### src/rtl/xgc_pkg.sv
package xgc_pkg;

   typedef enum logic {
      XGC_ADDER  = 1'b0,
      XGC_TOGGLE = 1'b1
   } xgc_impl_e;

   function automatic logic xgc_run(input logic a, input logic b, input logic start);
      return start | ~(a ^ b);
   endfunction

endpackage

### src/rtl/xgc_enable_gate.sv
module xgc_enable_gate (
   input  logic en_a_i,
   input  logic en_b_i,
   input  logic astart_i,
   output logic run_o
);
   // The pair is evaluated combinationally so the count register captures
   // it at the same edge; the flop stage of the enable is the count flop.
   always_comb run_o = xgc_pkg::xgc_run(en_a_i, en_b_i, astart_i);
endmodule

### src/rtl/xgc_toggle_bit.sv
module xgc_toggle_bit (
   input  logic clk_i,
   input  logic mrst_i,
   input  logic tog_i,
   output logic q_o
);
   always_ff @(posedge clk_i or posedge mrst_i) begin
      if (mrst_i)     q_o <= 1'b0;
      else if (tog_i) q_o <= ~q_o;
   end
endmodule

### src/rtl/xgc_counter.sv
module xgc_counter #(
   parameter int unsigned        WIDTH = 8,
   parameter xgc_pkg::xgc_impl_e IMPL  = xgc_pkg::XGC_TOGGLE
) (
   input  logic             clk_i,
   input  logic             mrst_i,
   input  logic             astart_i,
   input  logic             en_a_i,
   input  logic             en_b_i,
   output logic [WIDTH-1:0] count_o
);
   localparam int unsigned MSB = WIDTH - 1;

   if (WIDTH < 2 || WIDTH > 64) begin : g_bad_width
      $error("xgc_counter: WIDTH must lie in 2..64");
   end

   logic run;

   xgc_enable_gate u_gate (
      .en_a_i   (en_a_i),
      .en_b_i   (en_b_i),
      .astart_i (astart_i),
      .run_o    (run)
   );

   if (IMPL == xgc_pkg::XGC_TOGGLE) begin : g_toggle
      logic [WIDTH:0]   carry;
      logic [MSB:0]     q;
      assign carry[0] = run;
      for (genvar i = 0; i < WIDTH; i++) begin : g_stage
         xgc_toggle_bit u_bit (
            .clk_i  (clk_i),
            .mrst_i (mrst_i),
            .tog_i  (carry[i]),
            .q_o    (q[i])
         );
         assign carry[i+1] = carry[i] & q[i];
      end
      assign count_o = q;
   end else begin : g_adder
      logic [MSB:0] q;
      always_ff @(posedge clk_i or posedge mrst_i) begin
         if (mrst_i)   q <= '0;
         else if (run) q <= q + 1'b1;
      end
      assign count_o = q;
   end
endmodule

### config.mk
export PLATFORM = sky130hd
export DESIGN_NAME = xgc_counter
export DESIGN_NICKNAME = d
export VERILOG_FILES = /design/src/rtl/xgc_pkg.sv /design/src/rtl/xgc_enable_gate.sv /design/src/rtl/xgc_toggle_bit.sv /design/src/rtl/xgc_counter.sv
export SDC_FILE = /design/constraint.sdc
export NUM_CORES = 1
export LEC_CHECK = 0
export BUFFER_PORTS_ARGS = -buffer_cell sky130_fd_sc_hd__clkbuf_2
export CORE_AREA = 3 3 40 42
export DETAILED_ROUTE_END_ITERATION = 6
export DIE_AREA = 0 0 43 45
export GPL_ROUTABILITY_DRIVEN = 0
export HOLD_SLACK_MARGIN = 0.12
export PLACE_DENSITY_LB_ADDON = 0.25
export SYNTH_ARGS = -nofsm -noshare
export SYNTH_HDL_FRONTEND = slang
export SYNTH_HIERARCHICAL = 1
export SYNTH_SLANG_ARGS = --single-unit
### constraint.sdc
create_clock -name clk_i -period 1.3 [get_ports clk_i]
set_input_delay 0 -clock clk_i [delete_from_list [all_inputs] [get_ports clk_i]]
set_output_delay 0 -clock clk_i [all_outputs]
set_load 0.01 [all_outputs]
* Word-level counts from Yosys, hierarchy flattened
Index checks and enable logic that the tools add are counted.
Operators by class: bitwise operators 18
Operators with widths (number):
- $not 1->1 | 9
- $and 1x1->1 | 7
- $or 1x1->1 | 1
- $xor 1x1->1 | 1
Storage, ports and cells: bits in registers 8, output and inout bits 8, logic and storage cells 26, bits of input ports 5

* Logic depth before layout (Yosys ltp)
depth after elaboration 10, mapped depth 5, mapped depth without buffers 5

* Modules after synthesis
The synthesis kept the hierarchy.
Modules (own cells, without submodules):
- xgc_toggle_bit | area each 37.5 sq um, seq. area each 25.0 sq um, cells an instance 3, times used 8
- xgc_counter | area each 68.8 sq um, seq. area each 0.0 sq um, cells an instance 12, times used 1
- xgc_enable_gate | area each 15.0 sq um, seq. area each 0.0 sq um, cells an instance 2, times used 1

* Worst setup path before layout
Ideal clock, no wire load.
path kind register to register, from register g_toggle.g_stage[1].u_bit.q_o, to register g_toggle.g_stage[7].u_bit.q_o, library setup time 0.079 ns, data required time 1.221 ns, clock period less this slack 0.997 ns, cell stages (with the launch flop) 4, arrival time 0.918 ns, path slack 0.303 ns, path buffers 0, cell sequence dfrtp_1 nand4_2 nor3_2 xor2_1
Between the ends: word-level cells in the longest chain between the ends 6
RTL lines:
- start: declaration | line xgc_toggle_bit.sv:5 | output logic q_o
- start signal: assignment | line xgc_toggle_bit.sv:9 | else if (tog_i) q_o <= ~q_o;
- $and 1x1->1 (6 in series) | line xgc_counter.sv:38 | assign carry[i+1] = carry[i] & q[i];
- via g_toggle.carry[7] | line xgc_counter.sv:28 | logic [WIDTH:0] carry;
- end signal: assignment | line xgc_toggle_bit.sv:9
- end: declaration | line xgc_toggle_bit.sv:5
The timed path passes the listed nets, and every way through them passes these cells. A chain may end at the register's enable or synchronous reset.

* Final worst setup path
from input port astart_i, to register g_toggle.g_stage[7].u_bit.q_o
Between the ends: word-level cells in the longest chain between the ends 8
RTL lines:
- start: declaration | line xgc_counter.sv:7 | input logic astart_i,
- $or 1x1->1 | line xgc_pkg.sv:9 | return start | ~(a ^ b);
- via g_toggle.carry[0] | line xgc_counter.sv:28
- $and 1x1->1 (7 in series) | line xgc_counter.sv:38
- via g_toggle.carry[7] | line xgc_counter.sv:28
The timed path passes the listed nets, and every way through them passes these cells.

==> out/metrics.yaml <==
endpoint: "g_toggle.g_stage[7].u_bit/q_o"
achievable-frequency_ghz: 0.875
core_area_mm2: 0.00128
tightest_slew_ps: 169
power.total_mw: 1.02
rows: 13
setup_viol: 0
cp_data_required_time_ps: 1470
path_clk_slew_ps: 60
syn_inst: 38
largest_reg_flops: 8
grt_pass1_vias: 299
maxSlewHeadroom_pct: 88.7
ios: 13
synthSimpleGateAreaFrac_pct: 16.6
crit_fanout: 5
design_area_um2: 505
synth_xor_area_share_pct: 20.5
die_h_um: 45
grt_pass1_wl_um: 1210
syn_area_per_cell_um2: 10.1
syn_area_um2: 384
die_area_mm2: 0.00194
fin_skew_ps: 1.50
final_common_cell: "clkbuf_2"
max_stage_delay_ps: 520
netlist-cell-type-count: 11
synth_top_family_by_area: "XOR/XNOR gates"
fill_cells: 138
viasPerCell: 4.27
cts-root-buf: "clkbuf_4"
ys_warn_count: 6
clock_sinks: 8
synth_compound_area_share_pct: 0
ys_seq_area_share_pct: 52.1
stdcell_count: 70
dpl_cell_area_um2: 463
die_x_um: 43
reg_top3: "g_toggle.g_stage.u_bit/q_o: 8 flops"
antenna_left: 0
drt_iter0_drc: 1
diodes: 0
start_util_pct: 29.9
cts_tree: "yes"
ys_seq_elements: 8
area_growth_syn_to_layout_pct: 31.6
hp-class: "input port to flop"
finalWorstPathRequiredPeriod_ps: 1140
final_nets: 62
crit_family: "buffers and inverters"
p_leak_nw: 0.307
htreeDepth: 1
drcViolationCount: 0
regMostFlops: "g_toggle.g_stage.u_bit/q_o"
synthAdderAreaFrac_pct: 0
grt_setup_unrepaired: "false"
finalCritPeriodShare_pct: 87.9
clkLatencyLatePin_ps: 250
critical_path_buf_inv_count: 2
placed_cells: 65
cts_made_buffers: 3
setup.worst_path.start: "astart_i"
syn_nets: 43
post_cts_resized: 0
synthMuxAreaShare_pct: 0
fin_ws_ps: 157
holdWs_ps: 154
maxSlewViolCount: 0
layout_common_cells: "clkbuf_2 (12), inv_1 (11), xor2_1 (9), dfrtp_1 (8)"
grt_max_degree: 9
crit_chain: "dlygate4sd3_1, clkbuf_2, nand2b_1, nand4_2, nor3_2, xor2_1"
drive_above_1_share_pct: 34.5
r2r_slack_ps: 290
vias: 299
setup-tns-final_ps: 0
ir_drop_uv: 818
ff2ff_path_depth: 3
cp_slowest_cell: "dlygate4sd3_1"
power_density_mw_per_mm2: 2030
timing.rr.end: "g_toggle.g_stage[7].u_bit/q_o"
hold_violations: 0
rr_startpoint: "g_toggle.g_stage[2].u_bit/q_o"
gr-usage-all-layers_pct: 9.16
crit_arrival_ps: 1320
firstDrtPassIters: 2
crit_type: "input port to flop"
cts_buffer_depth: 2
end_kind: "flop"
post-place-ws_ps: 286
detailed_place_hpwl_um: 497
wl_per_cell_um: 9.36
io_buffers: 12
start_kind: "input port"
antenna_found_initial: 0
cap_viol_max_count: 0
worst-path-stages: 6
wl_um: 655
fin_util_pct: 39.3
grt_overflow: 0
status: "complete, no violations"
-- where the power goes --
group | total [mW] | internal, mW | switching [mW]
Clock | 0.188 | 0.106 | 0.0828
Combinational | 0.353 | 0.173 | 0.181
Sequential | 0.483 | 0.359 | 0.124
Total | 1.02 | 0.637 | 0.387
-- synthesized netlist by cell type --
cell type	number	share of area (%)
and3_2	1	2.0
nor2_1	3	2.9
and2_2	1	2.0
nand2_1	1	0.98
inv_1	11	11
nand2b_1	1	1.6
xor2_1	9	21
nor3_2	1	2.6
nand3_1	1	1.3
dfrtp_1	8	52
nand4_2	1	3.3
-- kinds of logic after synthesis --
family                    Yosys count
xor gates and xnor gates            9
DFF                                 8
buffers and inverters              11
and+or+nand+nor                    10
-- routing by layer --
metal  part of all wire, %  GRT usage [%]  routed length (um)  vias to the layer above
met5                     0              0                   0                        -
met4                   3.8           9.04                  25                        0
met3                   8.9           3.59                  58                        4
met2                    45           12.9                 295                       12
met1                    42           10.4                 275                      138
li1                      -              -                   -                      145
-- worst register-to-register path, delay by kind of cell (launching register included) --
family / cells / cell delay (ps)
flops: 1 / 400
simple gates: 2 / 380
xor+xnor: 1 / 150
-- what timing repair did --
action	in CTS	in global routing
buffers inserted	0	0
endpoints found under the setup margin	0	0
hold endpoints to repair	9	0
hold buffers	2	0
-- cell type report --
cell class,count,area [um2],share of cell area [%]
clock buffers,3,22.5,4.46
multi-input cells,19,143,28.2
repair buffers,14,80.1,15.8
flip-flops and latches,8,200,39.6
well taps,15,18.8,3.71
inverters,11,41.3,8.17
-- worst min path at each step --
stage | depth (start not counted) | end | from
detailed placement | 2 | g_toggle.g_stage[7].u_bit/q_o | mrst_i
global route | 4 | g_toggle.g_stage[0].u_bit/q_o | en_a_i
CTS | 4 | g_toggle.g_stage[0].u_bit/q_o | en_a_i
global placement | 2 | g_toggle.g_stage[7].u_bit/q_o | mrst_i
finish | 4 | g_toggle.g_stage[0].u_bit/q_o | en_a_i
floorplan | 1 | g_toggle.g_stage[0].u_bit/q_o | mrst_i
Power figures use the tool's default switching activity.
